==> src/rtl/sdram_trk_pkg.sv <==
package sdram_trk_pkg;

  typedef enum logic [3:0] {
    C_NOP      = 4'd0,
    C_DESEL    = 4'd1,
    C_ACT      = 4'd2,
    C_RD       = 4'd3,
    C_WR       = 4'd4,
    C_PRE      = 4'd5,
    C_PREA     = 4'd6,
    C_TERM     = 4'd7,
    C_REF      = 4'd8,
    C_SREF_IN  = 4'd9,
    C_SREF_OUT = 4'd10,
    C_MRS      = 4'd11,
    C_RDA      = 4'd12,
    C_WRA      = 4'd13,
    C_HOLD     = 4'd14
  } cmd_e;

  typedef enum logic [1:0] {
    B_IDLE   = 2'd0,
    B_ACTIVE = 2'd1,
    B_READ   = 2'd2,
    B_WRITE  = 2'd3
  } bank_st_e;

  function automatic logic is_col_cmd(cmd_e c);
    return (c == C_RD) || (c == C_RDA) || (c == C_WR) || (c == C_WRA);
  endfunction

endpackage

==> src/rtl/sdram_cmd_decode.sv <==
module sdram_cmd_decode
  import sdram_trk_pkg::*;
(
  input  logic cs_ni,
  input  logic ras_ni,
  input  logic cas_ni,
  input  logic we_ni,
  input  logic cke_i,
  input  logic cke_prev_i,
  input  logic self_ref_i,
  input  logic ap_bit_i,
  output cmd_e cmd_o
);

  cmd_e base;

  always_comb begin
    case ({ras_ni, cas_ni, we_ni})
      3'b111:  base = C_NOP;
      3'b011:  base = C_ACT;
      3'b101:  base = ap_bit_i ? C_RDA : C_RD;
      3'b100:  base = ap_bit_i ? C_WRA : C_WR;
      3'b010:  base = ap_bit_i ? C_PREA : C_PRE;
      3'b110:  base = C_TERM;
      3'b001:  base = cke_i ? C_REF : C_SREF_IN;
      default: base = C_MRS;
    endcase

    if (self_ref_i) begin
      if (!cke_i)                      cmd_o = C_HOLD;
      else if (cs_ni || base == C_NOP) cmd_o = C_SREF_OUT;
      else                             cmd_o = base;
    end else if (!cke_prev_i) begin
      cmd_o = C_HOLD;
    end else if (cs_ni) begin
      cmd_o = C_DESEL;
    end else begin
      cmd_o = base;
    end
  end

endmodule

==> src/rtl/sdram_cke_track.sv <==
module sdram_cke_track (
  input  logic clk_i,
  input  logic rst_ni,
  input  logic cke_i,
  input  logic enter_i,
  input  logic exit_i,
  output logic cke_prev_o,
  output logic self_ref_o
);

  always_ff @(posedge clk_i or negedge rst_ni) begin
    if (!rst_ni) begin
      cke_prev_o <= 1'b1;
      self_ref_o <= 1'b0;
    end else begin
      cke_prev_o <= cke_i;
      if (enter_i)     self_ref_o <= 1'b1;
      else if (exit_i) self_ref_o <= 1'b0;
    end
  end

endmodule

==> src/rtl/sdram_bank_slot.sv <==
module sdram_bank_slot
  import sdram_trk_pkg::*;
#(
  parameter int ROW_W     = 12,
  parameter int BURST_LEN = 4
) (
  input  logic             clk_i,
  input  logic             rst_ni,
  input  logic             adv_i,
  input  logic             sel_i,
  input  cmd_e             cmd_i,
  input  logic [ROW_W-1:0] row_i,
  output bank_st_e         state_o,
  output logic [ROW_W-1:0] row_o,
  output logic             ap_o
);

  localparam int CNT_W = (BURST_LEN > 1) ? $clog2(BURST_LEN) : 1;
  localparam logic [CNT_W-1:0] CNT_LOAD = CNT_W'(BURST_LEN - 1);

  bank_st_e         st_q, st_d;
  logic [CNT_W-1:0] cnt_q, cnt_d;
  logic [ROW_W-1:0] row_q, row_d;
  logic             ap_q, ap_d;
  logic             busy;
  bank_st_e         end_st;

  assign busy   = (st_q == B_READ) || (st_q == B_WRITE);
  assign end_st = ap_q ? B_IDLE : B_ACTIVE;

  always_comb begin
    st_d  = st_q;
    cnt_d = cnt_q;
    row_d = row_q;
    ap_d  = ap_q;

    // natural burst countdown
    if (busy && adv_i) begin
      if (cnt_q == '0) begin
        st_d = end_st;
        ap_d = 1'b0;
      end else begin
        cnt_d = cnt_q - 1'b1;
      end
    end

    case (cmd_i)
      C_ACT: if (sel_i) begin
        st_d  = B_ACTIVE;
        row_d = row_i;
      end
      C_RD, C_RDA, C_WR, C_WRA: begin
        if (sel_i) begin
          st_d  = ((cmd_i == C_RD) || (cmd_i == C_RDA)) ? B_READ : B_WRITE;
          ap_d  = (cmd_i == C_RDA) || (cmd_i == C_WRA);
          cnt_d = CNT_LOAD;
        end else if (busy) begin
          st_d = end_st;
          ap_d = 1'b0;
        end
      end
      C_PRE: if (sel_i) begin
        st_d = B_IDLE;
        ap_d = 1'b0;
      end
      C_PREA, C_REF: begin
        st_d = B_IDLE;
        ap_d = 1'b0;
      end
      C_TERM: if (busy) begin
        st_d = end_st;
        ap_d = 1'b0;
      end
      default: ;
    endcase
  end

  always_ff @(posedge clk_i or negedge rst_ni) begin
    if (!rst_ni) begin
      st_q  <= B_IDLE;
      cnt_q <= '0;
      row_q <= '0;
      ap_q  <= 1'b0;
    end else begin
      st_q  <= st_d;
      cnt_q <= cnt_d;
      row_q <= row_d;
      ap_q  <= ap_d;
    end
  end

  assign state_o = st_q;
  assign row_o   = row_q;
  assign ap_o    = ap_q;

endmodule

==> src/rtl/sdram_cmd_tracker.sv <==
module sdram_cmd_tracker
  import sdram_trk_pkg::*;
#(
  parameter int BA_W      = 2,
  parameter int ROW_W     = 12,
  parameter int COL_W     = 9,
  parameter int AP_BIT    = 10,
  parameter int MODE_W    = 7,
  parameter int BURST_LEN = 4
) (
  input  logic                  clk_i,
  input  logic                  rst_ni,
  input  logic                  cs_ni,
  input  logic                  ras_ni,
  input  logic                  cas_ni,
  input  logic                  we_ni,
  input  logic                  cke_i,
  input  logic [BA_W-1:0]       ba_i,
  input  logic [ROW_W-1:0]      addr_i,
  output logic [3:0]            cmd_o,
  output logic                  illegal_o,
  output logic [2*(2**BA_W)-1:0] bank_state_o,
  output logic [(2**BA_W)*ROW_W-1:0] row_addr_o,
  output logic [COL_W-1:0]      col_addr_o,
  output logic [(2**BA_W)-1:0]  auto_pre_o,
  output logic                  self_ref_o
);

  localparam int NB = 2 ** BA_W;

  logic     cke_prev, self_ref;
  cmd_e     cmd, cmd_eff, cmd_q;
  logic     ill, ill_q;
  logic     all_idle, mrs_fields_ok, adv;
  bank_st_e st [NB];
  bank_st_e tgt_st;
  logic [COL_W-1:0] col_q;

  sdram_cmd_decode u_dec (
    .cs_ni      (cs_ni),
    .ras_ni     (ras_ni),
    .cas_ni     (cas_ni),
    .we_ni      (we_ni),
    .cke_i      (cke_i),
    .cke_prev_i (cke_prev),
    .self_ref_i (self_ref),
    .ap_bit_i   (addr_i[AP_BIT]),
    .cmd_o      (cmd)
  );

  sdram_cke_track u_cke (
    .clk_i      (clk_i),
    .rst_ni     (rst_ni),
    .cke_i      (cke_i),
    .enter_i    (cmd == C_SREF_IN && !ill),
    .exit_i     (cmd == C_SREF_OUT),
    .cke_prev_o (cke_prev),
    .self_ref_o (self_ref)
  );

  always_comb begin
    all_idle = 1'b1;
    for (int b = 0; b < NB; b++) begin
      if (st[b] != B_IDLE) all_idle = 1'b0;
    end
  end

  assign tgt_st        = st[ba_i];
  assign mrs_fields_ok = (ba_i == '0) && (addr_i[ROW_W-1:MODE_W] == '0);

  always_comb begin
    ill = 1'b0;
    if (self_ref && !(cmd == C_HOLD || cmd == C_SREF_OUT)) begin
      ill = 1'b1;
    end else begin
      case (cmd)
        C_ACT:                    ill = (tgt_st != B_IDLE);
        C_RD, C_RDA, C_WR, C_WRA: ill = (tgt_st == B_IDLE);
        C_TERM:                   ill = (tgt_st == B_IDLE);
        C_REF, C_SREF_IN:         ill = !all_idle;
        C_MRS:                    ill = !all_idle || !mrs_fields_ok;
        default:                  ill = 1'b0;
      endcase
    end
  end

  assign cmd_eff = ill ? C_NOP : cmd;
  assign adv     = (cmd != C_HOLD);

  for (genvar g = 0; g < NB; g++) begin : g_bank
    sdram_bank_slot #(
      .ROW_W     (ROW_W),
      .BURST_LEN (BURST_LEN)
    ) u_slot (
      .clk_i   (clk_i),
      .rst_ni  (rst_ni),
      .adv_i   (adv),
      .sel_i   (ba_i == BA_W'(g)),
      .cmd_i   (cmd_eff),
      .row_i   (addr_i),
      .state_o (st[g]),
      .row_o   (row_addr_o[g*ROW_W +: ROW_W]),
      .ap_o    (auto_pre_o[g])
    );
    assign bank_state_o[2*g +: 2] = st[g];
  end

  always_ff @(posedge clk_i or negedge rst_ni) begin
    if (!rst_ni) begin
      cmd_q <= C_NOP;
      ill_q <= 1'b0;
      col_q <= '0;
    end else begin
      cmd_q <= cmd;
      ill_q <= ill;
      if (!ill && is_col_cmd(cmd)) col_q <= addr_i[COL_W-1:0];
    end
  end

  assign cmd_o      = cmd_q;
  assign illegal_o  = ill_q;
  assign col_addr_o = col_q;
  assign self_ref_o = self_ref;

endmodule

==> config.mk <==
export PLATFORM = sky130hd
export DESIGN_NAME = sdram_cmd_tracker
export DESIGN_NICKNAME = d
export VERILOG_FILES = /design/src/rtl/sdram_trk_pkg.sv /design/src/rtl/sdram_cmd_decode.sv /design/src/rtl/sdram_cke_track.sv /design/src/rtl/sdram_bank_slot.sv /design/src/rtl/sdram_cmd_tracker.sv
export SDC_FILE = /design/constraint.sdc
export NUM_CORES = 1
export LEC_CHECK = 0
export ABC_AREA = 1
export CAP_MARGIN = 5
export CORE_MARGIN = 1
export CORE_UTILIZATION = 47
export DETAILED_ROUTE_END_ITERATION = 12
export GPL_TIMING_DRIVEN = 0
export PLACE_DENSITY = 0.86
export SLEW_MARGIN = 15
export SYNTH_ARGS = -nofsm -noshare
export SYNTH_HDL_FRONTEND = slang
export SYNTH_HIERARCHICAL = 1
export SYNTH_SLANG_ARGS = --single-unit
export TNS_END_PERCENT = 5
==> constraint.sdc <==
create_clock -name clk_i -period 3.4 [get_ports clk_i]
set_input_delay 1.02 -clock clk_i [delete_from_list [all_inputs] [get_ports clk_i]]
set_output_delay 1.02 -clock clk_i [all_outputs]
set_load 0.01 [all_outputs]
# ---- Word level (Yosys, flattened, before mapping)
# Index checks and enable logic that the tools add are counted.
# Widths: inputs -> output; s select.
dict set report totals {
  register_bits 84
  inputBits 21
}
dict set report classes {
  add_sub_neg 4
  n_lt_le_gt_ge 1
  n_eq_ne 39
  muxes 95
  bitwise_logic 1
  reduce_logical 46
}
# op count
set op_table {}
lappend op_table {{$mux 2} 43}
lappend op_table {{$eq 4x4->1 const B} 10}
lappend op_table {{$pmux 2 s5} 4}
lappend op_table {{$mux 1} 33}
lappend op_table {{$mux 4} 8}
lappend op_table {{$pmux 4 s7} 1}
lappend op_table {{$eq 4x3->1 const B} 6}
lappend op_table {{$eq 2x2->1 const B} 10}
lappend op_table {{$pmux 1 s4} 5}
lappend op_table {{$eq 4x2->1 const B} 4}
lappend op_table {{$eq 3x3->1 const B} 4}
lappend op_table {{$logic_not 2->1} 6}
lappend op_table {{$logic_or 1x1->1} 12}
lappend op_table {{$reduce_bool 2->1} 6}
lappend op_table {{$logic_and 1x1->1} 8}
lappend op_table {{$reduce_and 2->1} 4}
lappend op_table {{$sub 2x1->2 const B} 4}
lappend op_table {{$eq 3x2->1 const B} 2}
lappend op_table {{$logic_not 5->1} 1}
lappend op_table {{$reduce_or 5->1} 1}
lappend op_table {{$bmux 2 s2} 1}
lappend op_table {{$logic_not 1->1} 4}
lappend op_table {{$logic_not 4->1} 1}
lappend op_table {{$ne 4x4->1 const B} 1}
lappend op_table {{6 further kinds} 7}

# ---- Depth between registers and ports, before layout
# Gate-level depths: netlist of run 1.
dict set report depth {
  depth_word 18
  ltp_mapped 26
  mapped_depth_nobuf 26
}

# ---- By module
# Netlist of run 1, hierarchy kept.
# mod instances cells_each area_each_um2 seq_area_each_um2
set by_module_without_submodules {}
lappend by_module_without_submodules {{sdram_bank_slot (g_bank[0].u_slot ...)} 3 96 913.4 425.4}
lappend by_module_without_submodules {{sdram_bank_slot (g_bank[3].u_slot)} 1 96 928.4 425.4}
lappend by_module_without_submodules {sdram_cmd_tracker 1 105 762.0 350.3}
lappend by_module_without_submodules {sdram_cmd_decode 1 49 193.9 0.0}
lappend by_module_without_submodules {sdram_cke_track 1 6 66.3 51.3}

# ---- Worst setup path before layout of run 1
# OpenSTA, ideal clock, no wires.
dict set report synth_timing {
  kind {in2reg}
  startpoint {input port cke_i}
  endpoint {register g_bank[3].u_slot.row_q[10]}
  setup_ns 0.125
  t_arrival_ns 4.137
  t_required_ns 3.275
  slack_ns -0.862
  cell_stages 18
  path_buffers 1
  cell_sequence {nand2_1 -> o21ai_0 -> nand2_1 -> inv_1 -> nand2_1 -> inv_2 -> nand2_1 -> nand3_2 -> nand2_1 -> nand3_1 -> nand2_1 -> nor2_2 -> inv_1 -> nor2_1 -> nand3_4 -> nor2_4 -> buf_12 -> mux2_4}
}
dict set report synth_via {
  elab_chain_cells 15
  elab_cells_between_ends 30
  cone_classes {eq/ne: 12; mux: 10; reduce/logical: 8}
}
# element line
set synth_lines {}
lappend synth_lines {{start: declaration} sdram_cmd_tracker.sv:17} ;# input logic cke_i,
lappend synth_lines {{$mux 1} sdram_cmd_decode.sv:25} ;# 3'b001: base = cke_i ? C_REF : C_SREF_IN;
lappend synth_lines {{$pmux 4 s7} sdram_cmd_decode.sv:18} ;# case ({ras_ni, cas_ni, we_ni})
lappend synth_lines {{$logic_not 4->1} sdram_cmd_decode.sv:31} ;# else if (cs_ni || base == C_NOP) cmd_o = C_SREF_OUT;
lappend synth_lines {{$logic_or 1x1->1} sdram_cmd_decode.sv:31}
lappend synth_lines {{$mux 4} sdram_cmd_decode.sv:31}
lappend synth_lines {{$mux 4 *} sdram_cmd_decode.sv:30} ;# if (!cke_i) cmd_o = C_HOLD;
lappend synth_lines {{$mux 4 *} sdram_cmd_decode.sv:29} ;# if (self_ref_i) begin
lappend synth_lines {{named net cmd[3]} sdram_cmd_tracker.sv:32} ;# cmd_e cmd, cmd_eff, cmd_q;
lappend synth_lines {{parallel branches: the longest is 4 deep, another holds $reduce_or 5->1} n/a}
lappend synth_lines {{$mux 1 *} sdram_cmd_tracker.sv:73} ;# if (self_ref && !(cmd == C_HOLD || cmd == C_SREF_OUT)) begin
lappend synth_lines {{named net ill} sdram_cmd_tracker.sv:33} ;# logic ill, ill_q;
lappend synth_lines {{$mux 4 *} sdram_cmd_tracker.sv:87} ;# assign cmd_eff = ill ? C_NOP : cmd;
lappend synth_lines {{named net cmd_eff[1]} sdram_cmd_tracker.sv:32}
lappend synth_lines {{$eq 4x2->1 *} sdram_bank_slot.sv:47} ;# case (cmd_i)
lappend synth_lines {{$reduce_and 2->1 (no line) *} n/a}
lappend synth_lines {{end signal: assignment} sdram_bank_slot.sv:87} ;# row_q <= row_d;
lappend synth_lines {{end: declaration} sdram_bank_slot.sv:23} ;# logic [ROW_W-1:0] row_q, row_d;
# Mark *: on every way through the listed nets, which the timed path passes.
# A chain may end at the register's enable or synchronous reset.

# ---- Final worst setup path of run 1
dict set report layout_timing {
  startpoint {input port ras_ni}
  endpoint {register g_bank[3].u_slot.row_q[8]}
}
dict set report layout_via {
  elab_chain_cells 15
  elab_cells_between_ends 36
  cone_classes {eq/ne: 19; mux: 9; reduce/logical: 8}
}
# element line
set layout_lines {}
lappend layout_lines {{start: declaration} sdram_cmd_tracker.sv:14} ;# input logic ras_ni,
lappend layout_lines {{$eq 3x1->1 (tied with other cells)} sdram_cmd_decode.sv:18}
lappend layout_lines {{$pmux 4 s7 *} sdram_cmd_decode.sv:18}
lappend layout_lines {{$logic_not 4->1} sdram_cmd_decode.sv:31}
lappend layout_lines {{$logic_or 1x1->1} sdram_cmd_decode.sv:31}
lappend layout_lines {{$mux 4} sdram_cmd_decode.sv:31}
lappend layout_lines {{$mux 4} sdram_cmd_decode.sv:30}
lappend layout_lines {{$mux 4 *} sdram_cmd_decode.sv:29}
lappend layout_lines {{named net cmd[1]} sdram_cmd_tracker.sv:32}
lappend layout_lines {{parallel branches: the longest is 4 deep, another holds $reduce_or 5->1} n/a}
lappend layout_lines {{$mux 1 *} sdram_cmd_tracker.sv:73}
lappend layout_lines {{named net ill} sdram_cmd_tracker.sv:33}
lappend layout_lines {{$mux 4 *} sdram_cmd_tracker.sv:87}
lappend layout_lines {{named net cmd_eff[1]} sdram_cmd_tracker.sv:32}
lappend layout_lines {{$eq 4x2->1 *} sdram_bank_slot.sv:47}
lappend layout_lines {{$reduce_and 2->1 (no line) *} n/a}
# Marked as above.

==> impl_results.md, run 1 <==
- Die area: 10400 sq um
- Routed via count: 4398
- Die W: 102 microns
- Flop pwr share: 29.0%
- Max clock buf depth: 2
- Crit path DAT: 3.59 ns
- Worst Tran Pin Value: 0.580 ns
- #FFs+latches synth: 84
- Achievable Freq: 299 MHz
- Row cnt: 36
- Minimum clock period: 3.35 ns
- Root buffer cell: clkbuf_8
- Clk network pwr share: 12.1%
- Clock-pin slew on the worst setup and hold paths: 0.09 ns
- CP max stage delay: 0.29 ns
- Instance area after placement: 5960 sq um
- Cell count after synthesis: 544
- Switching power: 2.50 mW
- Slew Limit Fails: 0
- CP Launch Type: input pin
- Detailed-route wire length: 13500 microns
- Vias in the first global route: 4324
- Global-route usage over all layers: 25.8%
- Hold path cells: 2
- Initial Utilization: 48.2%
- Syn. warnings: 6
- Outcome: complete, no violations
- Tcrit/Tclk final: 98.4%
- HPWL after detailed placement: 8820 microns
- Avg Inst Size Synth: 8.62 sq um
- Setup violators final: 0
- Pin count of the biggest net entering global routing: 45
- Total CTS buffers: 9
- CP max stage cell: mux2_4
- Clock Latency Late Sink: 0.37 ns
- Crit path cell chain: buf_6 > inv_4 > nand2_2 > nor2_2 > nor2_1 > nand2_1 > nand2_1 > nand2_1 > nand2_4 > nand2_4 > o21ai_2 > nand3_2 > nor2_4 > clkinv_4 > nor2_4 > buf_12 > nand3_4 > nor2_4 > buf_12 > mux2_4
- Power Total: 6.04 mW
- Final Hold Viols: 0
- Sw frac: 41.4%
- FF-to-FF setup slack: 0.29 ns
- CP required: 3.64 ns
- Antenna Nets Post-Route: 0
- Top-area cell type share of the netlist area: 44.3%
- Worst Skew: 0.0175 ns
- Most frequent cells in the layout: nand2_1 (164), clkdlybuf4s50_1 (84), dfrtp_1 (83), inv_1 (58), mux2_4 (40)
- Fill count: 684
- N_diodes: 0
- Cell Pwr Density: 924 nW/um^2
- Via-per-instance ratio: 5.40
- Worst hold slack: 0.487 ns
- Commonest non-fill, non-tap cell in the layout: nand2_1
- Final net count: 698
- First-pass GRT wire length: 20800 microns
- Largest area contributor in the netlist: dfrtp_1
- Min-delay worst type: reg -> reg
- Iter 0 DRT Violations: 283
- DP Worst Slack: -1.28 ns
- Leakage: 3.36 nW
- Layout area overhead: 39.4%
- Initial antenna violation count: 0
- Relative slew slack: 61.3%
- Post-route setup slack: 0.0535 ns
- CTS sink cnt: 84
- Number of max-cap violations: 0
- Pint: 3.54 mW
- Core area: 9730 sq um
- Cell Area, Synth: 4690 sq um
- Critical path class: in -> reg
- Placer's final routability congestion estimate: 0.907
- PortBufs: 95
- FF-to-FF path depth: 20
- Yosys cell types: 25
- DR pass1 iterations: 7
- Max FO, Critical Path: 7
- Largest cells by area after synthesis: dfrtp_1 (44%), nand2_1 (14%), mux2_4 (13%)
- Post-Syn Nets: 565
- Layout cells sized above 1: 25.5%
- I/O pin cnt: 96
- DRC violations left: 0
- CTS tree: yes
- Sequential element share of the synthesized area: 44.8%
- Final instance area: 6540 sq um
- DR WL/cell: 16.6 microns
- Die Height: 102 microns
- Remaining Overflow, GRT: 0
- Crit. End Element: flop
- H-tree depth: 3
- Worst vdd ir: 0.000401 V
- Combinational power share: 58.8%
- Number of hold buffers added after cts: 0
==> cell usage after synthesis <==
library cell / instances
nand2_1: 177
dfrtp_1: 83
inv_1: 68
nor2_1: 41
mux2_4: 40
nand3_1: 39
o21ai_0: 28
nand4_1: 11
mux2_2: 8
nor2_2: 8
inv_2: 7
nand2_2: 6
nor2_4: 5
and2_1: 4
buf_6: 4
o211ai_1: 4
nand4_4: 3
and3_1: 1
buf_12: 1
dfstp_2: 1
nand3_2: 1
nand3_4: 1
nor3_1: 1
o21ai_1: 1
o31ai_4: 1
==> final timing paths <==
check,startpoint,end
setup reg to reg,u_cke/self_ref_o,g_bank[3].u_slot/row_o[8]
max in group asynchronous,rst_ni,u_cke/cke_prev_o
hold reg to reg,g_bank[1].u_slot/cnt_q[1],g_bank[1].u_slot/cnt_q[1]
min in group asynchronous,rst_ni,g_bank[3].u_slot/row_o[1]
setup / recovery,ras_ni,g_bank[3].u_slot/row_o[8]
hold / removal,g_bank[1].u_slot/cnt_q[1],g_bank[1].u_slot/cnt_q[1]
==> area by class of cell <==
cell class              count  area, sq um  area share (%)
repair buffers            120         1230            18.9
flip-flops and latches     84         2100            32.2
clock buffers              10          128            1.95
plain buffers               5         72.6            1.11
clock inverters             6         71.3            1.09
multi-input cells         382         2440            37.4
well taps                 133          166            2.54
inverters                  75          320            4.90
==> per-stage QoR <==
step / instances / TNS (ns) / utilization [%]
floorplan: 544 / -0.208 / -
global placement: 772 / -199.17 / 61.1
detailed placement: 773 / -76.49 / 61.3
CTS: 807 / 0 / 65.3
global route: 815 / -0.453 / 67.2
finish: 815 / 0 / 67.2
==> power by group through the flow <==
stage	logic [mW]	registers [mW]	clock network [mW]
after CTS	3.35	1.75	0.738
after floorplan	1.70	1.89	0
after global placement	2.96	1.74	0
final	3.55	1.75	0.734
after global routing	3.82	1.80	0.777
after detailed placement	3.11	1.77	0
==> critical path: cells and delay by family <==
| kind | cells | cell delay, ns |
|---|---|---|
| AO/OA/AOI/OAI | 1 | 0.15 |
| AND/OR/NAND/NOR | 13 | 1.48 |
| multiplexers | 1 | 0.29 |
| buffers and inverters | 5 | 0.62 |
==> sequential cells by signal, indices dropped and copies added (netlist names) <==
name                   flops
g_bank.u_slot/cnt_q        8
u_cke/self_ref_o           1
g_bank.u_slot/state_o      8
u_cke/cke_prev_o           1
col_addr_o                 9
illegal_o                  1
g_bank.u_slot/ap_o         4
g_bank.u_slot/row_o       48
cmd_o                      4
==> timing repair <==
action                                 4_1_cts  5_1_grt
resized for setup                           33       44
setup endpoints to repair                   68       66
pin swaps                                    7       14
setup buffers                               15        8
cloned                                       3        0
endpoints found under the hold margin        0        0
==> layer usage <==
metal	global-route usage, %	wire length [microns]	vias to the layer above
li1	-	-	2018
met2	46.9	6880	218
met3	4.65	848	55
met1	29.9	5280	2107
met5	0	0	-
met4	10.8	517	0
==> cells by family after synthesis <==
family          after synthesis  share of synthesized area, %
buf+inv                      80                          7.39
flops                        84                          44.8
simple gates                298                          28.9
mux                          48                          14.7
compound gates               34                          4.19
Note: power is estimated with default switching activity, not from simulation.
==> inputs of run 2 (changes only) <==
Settings changed: CTS_CLUSTER_DIAMETER set to 120, GPL_ROUTABILITY_DRIVEN set to 0.
==> impl_results.md, run 2 (same netlist as run 1, synthesis figures left out) <==
- Outcome: finished with violations
- Violated checks: negative setup slack
- DP Worst Slack: -1.28 ns
- Crit path DAT: 3.74 ns
- Setup violators final: 25
- Gr busiest metal: met2
- Commonest non-fill, non-tap cell in the layout: nand2_1
- DRC violations left: 0
- Relative slew slack: 63.5%
- Layout area overhead: 41.6%
- Worst Tran Pin Value: 0.548 ns
- Worst Skew: 0.00914 ns
- Row cnt: 36
- Achievable Freq: 287 MHz
- Initial Utilization: 48.2%
- Routed via count: 4576
- Hold path start: col_addr_o[4]
- Number of max-cap violations: 0
- CTS sink cnt: 84
- Inst Count DP: 773
- Die W: 102 microns
- Via-per-instance ratio: 5.58
- FF-to-FF End: g_bank[3].u_slot/row_o[4]
- DR pass1 iterations: 5
- Clock Latency Late Sink: 0.38 ns
- CP required: 3.66 ns
- Crit. End Element: flop
- HPWL after detailed placement: 8890 microns
- Total CTS buffers: 9
- Global-route usage over all layers: 26.4%
- FF-to-FF setup slack: 0.20 ns
- Detailed-route wire length: 14300 microns
- Die Height: 102 microns
- Critical path class: in -> reg
- PortBufs: 95
- Initial antenna violation count: 0
- Worst hold slack: 0.500 ns
- Min-delay worst type: reg -> reg
- Final Hold Viols: 0
- Minimum clock period: 3.49 ns
- CP Launch Type: input pin
- Cell Pwr Density: 928 nW/um^2
- RSZ-0062 raised after global routing: yes
- Instance area after placement: 5970 sq um
- H-tree depth: 3
- Final net count: 703
- Die area: 10400 sq um
- Antenna Nets Post-Route: 0
- Iter 0 DRT Violations: 376
- Worst vdd ir: 0.000366 V
- Root buffer cell: clkbuf_8
- Max FFs per register: 48
- Max FO, Critical Path: 7
- CTS tree: yes
- Post-route insts no fill: 820
- GR Layer Usage met3: 5.81%
- WHS Endpoint: col_addr_o[4]
- Vias in the first global route: 4353
- Remaining Overflow, GRT: 0
- Hold path cells: 2
- First-pass GRT wire length: 21300 microns
- FF-to-FF path depth: 21
- Max clock buf depth: 2
- Final instance area: 6640 sq um
- Layout cells sized above 1: 28.7%
- Fill count: 658
- R2r startpoint: u_cke/self_ref_o
- DR WL/cell: 17.5 microns
- Pin count of the biggest net entering global routing: 65
- Core area: 9730 sq um
- Clock-pin slew on the worst setup and hold paths: 0.09 ns
- Slew Limit Fails: 0
- Met1 global-route usage: 31.0%
- I/O pin cnt: 96
- Leakage: 3.39 nW
- Number of hold buffers added after cts: 0
- Most frequent cells in the layout: nand2_1 (156), clkdlybuf4s50_1 (85), dfrtp_1 (83), inv_1 (53), mux2_4 (41)
- Post-route setup slack: -0.0853 ns
- N_diodes: 0
- Tcrit/Tclk final: 103%
- Met2 Use GR: 47.2%
-- run 2: cell count changes in the layout (fill, tap and decap cells not counted), moves of 3 or more --
| cell | before | now |
|---|---|---|
| inv_1 | 58 | 53 |
| buf_6 | 7 | 12 |
| inv_2 | 10 | 14 |
| nand2_2 | 12 | 18 |
| nand2_1 | 164 | 156 |
| nor2_1 | 32 | 29 |
-- run 2: report_power, final --
group | internal, mW | leakage, nW | total (mW) | switching, mW
Clock | 0.300 | 0.0958 | 0.721 | 0.421
Combinational | 1.79 | 2.25 | 3.68 | 1.89
Sequential | 1.45 | 1.04 | 1.76 | 0.317
Total | 3.53 | 3.39 | 6.17 | 2.63
-- run 2: layout make-up --
| type | count | area [sq um] | area share, % |
|---|---|---|---|
| multi-input combinational | 382 | 2500 | 37.6 |
| clock buffer | 10 | 138 | 2.07 |
| clock inverter | 6 | 53.8 | 0.810 |
| inverter | 75 | 320 | 4.82 |
| tap | 133 | 166 | 2.51 |
| sequential | 84 | 2100 | 31.7 |
| timing repair buffer | 125 | 1290 | 19.5 |
| buffer | 5 | 68.8 | 1.04 |
-- run 2: what timing repair did --
action / 4_1_cts / 5_1_grt
resized for setup: 36 / 68
endpoints found under the hold margin: 0 / 0
pin swaps: 7 / 23
cloned: 3 / 0
setup endpoints to repair: 68 / 68
setup buffers: 18 / 10
-- run 2: worst max-delay path by stage --
stage                                       end       start
CTS                   g_bank[3].u_slot/row_o[4]       we_ni
floorplan            g_bank[3].u_slot/row_o[10]       we_ni
detailed placement    g_bank[3].u_slot/row_o[4]  addr_i[10]
finish                g_bank[3].u_slot/row_o[4]       we_ni
global route        g_bank[3].u_slot/state_o[1]  addr_i[10]
global placement    g_bank[2].u_slot/state_o[1]      rst_ni
-- run 2: through the flow --
stage          TNS [ns]  total power, mW  util (%)
5_1_grt           -7.31             6.54      68.3
2_1_floorplan    -0.208             3.60         -
3_5_place_dp     -77.97             4.89      61.3
3_3_place_gp    -198.01             4.70      61.1
6_report          -1.03             6.17      68.3
4_1_cts               0             5.87      65.7
-- run 2: layer usage --
metal	up-vias	part of all wire (%)	wire length, microns
met5	-	0	0
met4	0	5.1	732
met3	85	6.4	920
met2	247	50	7220
met1	2224	38	5480
li1	2020	-	-
-- run 2: critical path: stages --
cell	delay, ns
buf_8	0.12
inv_16	0.04
nor2_4	0.09
nand2_1	0.07
nand2_1	0.06
nor2_1	0.04
nand3_1	0.14
nand2_2	0.10
inv_4	0.12
nand2_2	0.10
nand3_4	0.12
nand2_2	0.09
nand3_2	0.08
nand2_2	0.08
nor2_4	0.15
clkinv_4	0.15
nor2_4	0.16
buf_12	0.14
nand3_4	0.10
nor2_4	0.27
buf_12	0.17
mux2_4	0.30
